**src/rtl/e3_alm_pkg.sv**
```systemverilog
package e3_alm_pkg;
  localparam int unsigned AW = 8;
  localparam int unsigned DW = 8;
  localparam logic [AW-1:0] ADDR_CFG  = 8'h10;
  localparam logic [AW-1:0] ADDR_STAT = 8'h11;
  // cfg register bit positions
  localparam int unsigned B_FERF_SEL = 4;
  localparam int unsigned B_BIP_EN   = 0;
  // stat register bit positions
  localparam int unsigned B_LOF_SEL  = 7;
  localparam int unsigned B_LOF      = 6;
  localparam int unsigned B_OOF      = 5;
  localparam int unsigned B_LOS      = 4;
  localparam int unsigned B_AIS      = 3;
  localparam int unsigned B_FERF     = 0;
  // persistence thresholds, index by select bit
  localparam int unsigned FERF_TH0 = 3;
  localparam int unsigned FERF_TH1 = 5;
  localparam int unsigned LOF_TH0  = 24;
  localparam int unsigned LOF_TH1  = 8;

  typedef struct packed {
    logic ferf_sel;
    logic bip_en;
    logic lof_sel;
  } alm_cfg_t;
endpackage

```
**src/rtl/e3_persist_integ.sv**
```systemverilog
module e3_persist_integ #(
  parameter int unsigned TH0 = 3,
  parameter int unsigned TH1 = 5
) (
  input  logic clk_i,
  input  logic rst_ni,
  input  logic stb_i,
  input  logic level_i,
  input  logic sel_i,
  output logic state_o
);
  localparam int unsigned TH_MAX = (TH0 > TH1) ? TH0 : TH1;
  localparam int unsigned CW     = $clog2(TH_MAX + 1);
  localparam logic [CW-1:0] LAST0 = CW'(TH0 - 1);
  localparam logic [CW-1:0] LAST1 = CW'(TH1 - 1);

  logic          sel_q;
  logic [CW-1:0] cnt_q;
  logic [CW-1:0] last;

  assign last = sel_q ? LAST1 : LAST0;

  always_ff @(posedge clk_i or negedge rst_ni) begin
    if (!rst_ni) begin
      sel_q   <= 1'b0;
      cnt_q   <= '0;
      state_o <= 1'b0;
    end else begin
      sel_q <= sel_i;
      if (sel_i != sel_q) begin
        cnt_q <= '0;                 // threshold changed: restart run
      end else if (stb_i) begin
        if (level_i == state_o) begin
          cnt_q <= '0;
        end else if (cnt_q == last) begin
          state_o <= level_i;
          cnt_q   <= '0;
        end else begin
          cnt_q <= cnt_q + 1'b1;
        end
      end
    end
  end
endmodule

```
**src/rtl/e3_alm_regs.sv**
```systemverilog
module e3_alm_regs
  import e3_alm_pkg::*;
(
  input  logic          clk_i,
  input  logic          rst_ni,
  input  logic          wr_i,
  input  logic          rd_i,
  input  logic [AW-1:0] addr_i,
  input  logic [DW-1:0] wdata_i,
  input  logic          ferf_i,
  input  logic          lof_i,
  input  logic          oof_i,
  input  logic          los_i,
  input  logic          ais_i,
  output alm_cfg_t      cfg_o,
  output logic [DW-1:0] rdata_o
);
  logic [DW-1:0] cfg_byte, stat_byte, rd_mux;

  always_ff @(posedge clk_i or negedge rst_ni) begin
    if (!rst_ni) begin
      cfg_o <= '0;
    end else if (wr_i) begin
      if (addr_i == ADDR_CFG) begin
        cfg_o.ferf_sel <= wdata_i[B_FERF_SEL];
        cfg_o.bip_en   <= wdata_i[B_BIP_EN];
      end
      if (addr_i == ADDR_STAT) cfg_o.lof_sel <= wdata_i[B_LOF_SEL];
    end
  end

  always_comb begin
    cfg_byte              = '0;
    cfg_byte[B_FERF_SEL]  = cfg_o.ferf_sel;
    cfg_byte[B_BIP_EN]    = cfg_o.bip_en;
    stat_byte             = '0;
    stat_byte[B_LOF_SEL]  = cfg_o.lof_sel;
    stat_byte[B_LOF]      = lof_i;
    stat_byte[B_OOF]      = oof_i;
    stat_byte[B_LOS]      = los_i;
    stat_byte[B_AIS]      = ais_i;
    stat_byte[B_FERF]     = ferf_i;
    case (addr_i)
      ADDR_CFG:  rd_mux = cfg_byte;
      ADDR_STAT: rd_mux = stat_byte;
      default:   rd_mux = '0;
    endcase
  end

  always_ff @(posedge clk_i or negedge rst_ni) begin
    if (!rst_ni)   rdata_o <= '0;
    else if (rd_i) rdata_o <= rd_mux;
  end
endmodule

```
**src/rtl/e3_rx_alarm_regs.sv**
```systemverilog
module e3_rx_alarm_regs
  import e3_alm_pkg::*;
(
  input  logic          clk_i,
  input  logic          rst_ni,
  input  logic          frame_stb_i,
  input  logic          a_bit_i,
  input  logic          oof_i,
  input  logic          los_i,
  input  logic          ais_i,
  input  logic          bip_err_i,
  input  logic          wr_i,
  input  logic          rd_i,
  input  logic [AW-1:0] addr_i,
  input  logic [DW-1:0] wdata_i,
  output logic [DW-1:0] rdata_o,
  output logic          ferf_o,
  output logic          lof_o,
  output logic          bip_err_o
);
  alm_cfg_t cfg;

  e3_alm_regs u_regs (
    .clk_i   (clk_i),
    .rst_ni  (rst_ni),
    .wr_i    (wr_i),
    .rd_i    (rd_i),
    .addr_i  (addr_i),
    .wdata_i (wdata_i),
    .ferf_i  (ferf_o),
    .lof_i   (lof_o),
    .oof_i   (oof_i),
    .los_i   (los_i),
    .ais_i   (ais_i),
    .cfg_o   (cfg),
    .rdata_o (rdata_o)
  );

  e3_persist_integ #(.TH0(FERF_TH0), .TH1(FERF_TH1)) u_ferf (
    .clk_i   (clk_i),
    .rst_ni  (rst_ni),
    .stb_i   (frame_stb_i),
    .level_i (a_bit_i),
    .sel_i   (cfg.ferf_sel),
    .state_o (ferf_o)
  );

  e3_persist_integ #(.TH0(LOF_TH0), .TH1(LOF_TH1)) u_lof (
    .clk_i   (clk_i),
    .rst_ni  (rst_ni),
    .stb_i   (frame_stb_i),
    .level_i (oof_i),
    .sel_i   (cfg.lof_sel),
    .state_o (lof_o)
  );

  always_ff @(posedge clk_i or negedge rst_ni) begin
    if (!rst_ni) bip_err_o <= 1'b0;
    else         bip_err_o <= frame_stb_i & bip_err_i & cfg.bip_en;
  end
endmodule

```
**config.mk**
```make
export PLATFORM = sky130hd
export DESIGN_NAME = e3_rx_alarm_regs
export DESIGN_NICKNAME = d
export VERILOG_FILES = /design/src/rtl/e3_alm_pkg.sv /design/src/rtl/e3_persist_integ.sv /design/src/rtl/e3_alm_regs.sv /design/src/rtl/e3_rx_alarm_regs.sv
export SDC_FILE = /design/constraint.sdc
export NUM_CORES = 1
export LEC_CHECK = 0
export CAP_MARGIN = 30
export CORE_MARGIN = 2
export CORE_UTILIZATION = 40
export DETAILED_ROUTE_END_ITERATION = 16
export PLACE_DENSITY = 0.81
export SYNTH_ARGS = -nofsm -noshare
export SYNTH_HDL_FRONTEND = slang
export SYNTH_SLANG_ARGS = --single-unit
```
**constraint.sdc**
```tcl
create_clock -name clk_i -period 1.5 [get_ports clk_i]
set_clock_uncertainty 0.1 [all_clocks]
set_input_delay 0.3 -clock clk_i [delete_from_list [all_inputs] [get_ports clk_i]]
set_output_delay 0.3 -clock clk_i [all_outputs]
set_load 0.02 [all_outputs]
```
Word-level counts from Yosys, hierarchy flattened
Cells that the tools add are included.

Add/subtract/negate cells: 2. $mul: 0. Divide/modulo/power cells: 0. $lt $le $gt $ge: 0. Eq/ne operators: 8. Shift-type cells: 0. Mux-type cells: 11. Bitwise gates (word level): 6. Reduce and logical (&&, ||, !) cells: 6.

Operator list (number): two-way mux 5 bit (5); equality test 8 x 5 -> 1 bit (second input constant) (2); case mux 8 bit (2 select lines) (1); two-way mux 3 bit (5); AND reduction 4 bit (2); adder 5 x 1 -> 5 bit (second input constant) (1); equality test 5 bit (1); NOT 1 bit (4); AND reduction 2 bit (2); nonzero test 2 bit (2); adder 3 x 1 -> 3 bit (second input constant) (1); equality test 3 bit (1); AND 1 bit (2); equality test 1 bit (2); != test 1 bit (2).

Bits in registers: 24. Bits in latches: 0. Bits in writable memories: 0. Bits in read-only memories: 0. Input bits: 26. Output and inout bits: 11. Logic and storage cells: 44. Memories kept: 0.

Logic depth before layout (Yosys ltp)
Word-level depth: 6. Mapped depth: 4. Depth with buffers taken out: 4.

Cells and area by module
A second synthesis with hierarchy kept.

Cell total of the unflattened synthesis: 108. Area, all modules: 1148.6 um^2.

Modules (own cells, without submodules): e3_alm_regs (instances 1, cells an instance 43, area each 451.7 um^2, sequential area each 225.2 um^2); e3_persist_integ (u_lof) (instances 1, cells an instance 36, area each 366.6 um^2, sequential area each 175.2 um^2); e3_persist_integ (u_ferf) (instances 1, cells an instance 27, area each 299.0 um^2, sequential area each 125.1 um^2); e3_rx_alarm_regs (instances 1, cells an instance 2, area each 31.3 um^2, sequential area each 25.0 um^2).

Worst setup path after synthesis
OpenSTA, ideal clock, no wires.

Kind: input to register. Start: in addr_i[5]. End: reg u_regs.cfg_o[1] (netlist name). Library setup time: 0.127 ns. Data arrival time: 1.493 ns. Data required time: 1.273 ns. Path slack: -0.220 ns. Stages on the path: 4. Path buffers: 0. Cell sequence: or4b_4 > nor4_4 > nand3b_2 > mux2_1.

Cells in the longest elaborated chain, start to end: 2.

Ends and longest elaborated chain: start, declared (RTL line e3_rx_alarm_regs.sv:14) `input logic [AW-1:0] addr_i,`; equality test 8 x 5 -> 1 bit (RTL line e3_alm_regs.sv:24) `if (addr_i == ADDR_CFG) begin`; AND reduction 2 bit (no source line); end, declared (RTL line e3_alm_regs.sv:15) `output alm_cfg_t cfg_o,`.

Every way passes these cells. A chain may end at the register's enable or synchronous reset.

Worst setup path after layout
Start: reg u_ferf.sel_q. End: reg u_ferf.cnt_q[2].

Cells in the longest elaborated chain, start to end: 6. Elaborated cells between the ends (all ways): 8. Those cells by class: 2 x eq/ne; 5 x mux; 1 x reduce/logical.

Ends and longest elaborated chain: start, declared (RTL line e3_persist_integ.sv:17) `logic sel_q;`; start signal, assigned (RTL line e3_persist_integ.sv:29) `sel_q <= sel_i;`; two-way mux 3 bit (RTL line e3_persist_integ.sv:21) `assign last = sel_q ? LAST1 : LAST0;`; equality test 3 bit (RTL line e3_persist_integ.sv:35) `end else if (cnt_q == last) begin`; two-way mux 3 bit (RTL line e3_persist_integ.sv:35); two-way mux 3 bit (RTL line e3_persist_integ.sv:33) `if (level_i == state_o) begin`; two-way mux 3 bit (RTL line e3_persist_integ.sv:32) `end else if (stb_i) begin`; two-way mux 3 bit (RTL line e3_persist_integ.sv:30) `if (sel_i != sel_q) begin`; end signal, assigned (RTL line e3_persist_integ.sv:39) `cnt_q <= cnt_q + 1'b1;`; end, declared (RTL line e3_persist_integ.sv:18) `logic [CW-1:0] cnt_q;`.

Parallel ways exist; a longest one is shown, timed or not. The select of a mux whose other input is x is not followed.

==> impl_metrics.tcl <==
set metrics [dict create \
    maxSlewViolCount 0 \
    grt_max_degree 23 \
    core_um2 2522 \
    yosysSeqAreaShare_pct 51.10 \
    p_per_area_nw_per_um2 904.3 \
    ys_seq_elements 22 \
    rsz0062_at_grt "true" \
    firstDrtPassIters 4 \
    drtAntennaViolNets 0 \
    finalCritPeriodShare_pct 112.7 \
    preCtsSetupSlack_ns -0.6526 \
    hold_violations 0 \
    vdd_drop_max_mv 0.8521 \
    clk_path_buf_depth 2 \
    critPathMaxFanout 3 \
    clock_sinks 22 \
    layout-drive-gt1-share_pct 35.33 \
    synth.cell_area_um2 1077 \
    grt_pass1_vias 940 \
    final_area_um2 1680 \
    cpPeakStageDelay_ns 0.55 \
    fin_crit_ns 1.691 \
    io_pins 37 \
    crit_type "register to register" \
    p_leak_uw 0.0008111 \
    cts.htree.levels 1 \
    insertion_delay_ns 0.31 \
    outcome "finished with violations" \
    dp_hpwl_mm 1.916 \
    port_buffers 29 \
    dpl_cell_area_um2 1555 \
    crit_buf_inv 0 \
    fin_ws_ns -0.1911 \
    yosysWarnings 0 \
    avgSynthCellArea_um2 10.88 \
    routed_wl_mm 2.663 \
    slowest_stage "or4_4" \
    clk_pin_slew_ns 0.11 \
    cp-start-kind "register" \
    die_y_um 55.90 \
    root_buffer "clkbuf_4" \
    antenna_found_initial 0 \
    synth.area.top_cells "dfrtp_1 (51%), mux2_2 (4.2%), o21ai_0 (3.7%), nand2_1 (3.1%), mux2_1 (3.1%)" \
    numCtsBuffers 3 \
    drv_cap 0 \
    viasPerCell 5.422 \
    cts_tree "yes" \
    critical_path.top_delay_family "simple AND/OR/NAND/NOR gates" \
    arrival_ns 1.85 \
    die_width_um 55.90 \
    crit_path_end_kind "register" \
    grt-ovfl-total 0 \
    synthCells 99 \
    place.gp.congestion 0.8097 \
    synth_top_area_share_pct 51.10 \
    nets 180 \
    fmax_ghz 0.5913 \
    vias 976 \
    wire_per_inst_um 14.79 \
    cp.required_ns 1.66 \
    grt_pass1_wl_mm 4.064 \
    initial_utilization_pct 42.71 \
    row_count 18 \
    n_fill_cell 175 \
    cp_cell_sequence "nor4bb_4 > or4_4 > nor4b_4 > a21o_1" \
    synth.largest_area_cell "dfrtp_1" \
    hold_path.class "input pin to asynchronous set/reset pin" \
    drc 0 \
    die_area_um2 3124 \
    setup_viol 6 \
    grt_usage_pct 16.50 \
    ys_types 32 \
    final_cell_mix "buf_4 (21), dfrtp_1 (20), clkdlybuf4s50_1 (16)" \
    violations "negative setup slack" \
    layout_commonest_cell "buf_4" \
    antenna_cells_inserted 0 \
    power_uw 1519 \
    synthToLayoutAreaGrowth_pct 55.98 \
    dr.first_iter.drc_count 14 \
]
cell families (layout without fill, tap and decap cells):
family / after synthesis / in the layout / synth area share (%)
xor gates and xnor gates: 5 / 5 / 4.066
AOI/OAI and AO/OA: 19 / 19 / 11.38
adders and majority gates: 2 / 2 / 2.323
other: 1 / 2 / 0.3481
and+or+nand+nor: 33 / 33 / 19.28
DFF: 22 / 22 / 51.10
muxes: 7 / 7 / 7.317
buffers and inverters: 10 / 60 / 4.181
sequential cells by signal, indices dropped and copies added (netlist names):
name            cells
u_ferf.cnt_q        3
bip_err_o           1
u_regs.rdata_o      6
u_ferf.sel_q        1
u_ferf.state_o      1
u_lof.sel_q         1
u_lof.state_o       1
u_regs.cfg_o        3
u_lof.cnt_q         5
final cells by class:
| cell class | count | area (µm²) | area share (%) |
|---|---|---|---|
| inverters | 7 | 26.28 | 1.564 |
| multi-input cells | 68 | 614.3 | 36.56 |
| well taps | 30 | 37.54 | 2.234 |
| flip-flops and latches | 22 | 553.0 | 32.91 |
| clock buffers | 3 | 22.52 | 1.340 |
| repair buffers | 50 | 426.7 | 25.39 |
path summary, 6_finish.rpt:
kind | slack (ns) | depth (start not counted) | startpoint | to
setup / recovery | -0.19 | 4 | u_ferf.sel_q | u_ferf.cnt_q[2]
hold / removal | 0.22 | 2 | rst_ni | u_regs.cfg_o[1]
setup reg to reg | -0.19 | 4 | u_ferf.sel_q | u_ferf.cnt_q[2]
hold reg to reg | 0.39 | 1 | u_lof.cnt_q[4] | u_lof.cnt_q[4]
max in group asynchronous | 0.84 | 2 | rst_ni | u_ferf.sel_q
min in group clk_i | 0.39 | 1 | u_lof.cnt_q[4] | u_lof.cnt_q[4]
synthesized netlist by cell type:
library cell   n
nor2_1         3
mux2_2         4
and3_1         1
o22ai_1        5
dfrtp_1       22
xnor2_1        2
nor4b_1        2
nor4_4         1
inv_1          7
nand3_1        4
nor4_1         1
nand3b_2       1
nand4_1        1
a311oi_1       1
nor3_1         4
o21ai_0        8
or4b_4         1
a32o_1         2
buf_4          2
a21o_1         1
nand4b_1       1
ha_1           2
mux2_1         3
or4_1          1
xor2_1         3
conb_1         1
nand2_1        9
nand2b_1       1
nor4bb_1       1
o31ai_1        2
nor3b_1        1
clkbuf_1       1
layer usage:
| layer | up-vias | global-route usage (%) | routed length (µm) | share of wire [%] |
|---|---|---|---|---|
| met3 | 2 | 2.093 | 92 | 3.5 |
| met5 | - | 0 | 0 | 0 |
| li1 | 463 | - | - | - |
| met1 | 481 | 20.51 | 1078 | 40 |
| met4 | 0 | 6.463 | 28 | 1.1 |
| met2 | 30 | 29.08 | 1463 | 55 |
power breakdown:
group	leakage, µW	switching, µW	internal, µW
Clock	0.0000138	177	94.0
Combinational	0.000501	220	293
Sequential	0.000297	79.6	655
Total	0.000811	477	1040
per-stage QoR:
stage | util [%] | instances | TNS, ns | hold WS, ns
detailed placement | 61.66 | 175 | -7.264 | 0.3934
floorplan | - | 100 | -0.8477 | -0.09559
global route | 66.62 | 180 | -0.8067 | 0.2298
CTS | 63.84 | 178 | -0.7611 | 0.2221
global placement | 61.66 | 175 | -6.540 | 0.3938
finish | 66.62 | 180 | -0.4645 | 0.2180
timing repair:
| action | in CTS | in global routing |
|---|---|---|
| endpoints found under the setup margin | 22 | 20 |
| gates resized for setup | 32 | 15 |
| pin swaps | 6 | 5 |
| buffers inserted | 0 | 2 |
| hold buffers | 0 | 0 |
(Power assumes the default switching activity.)
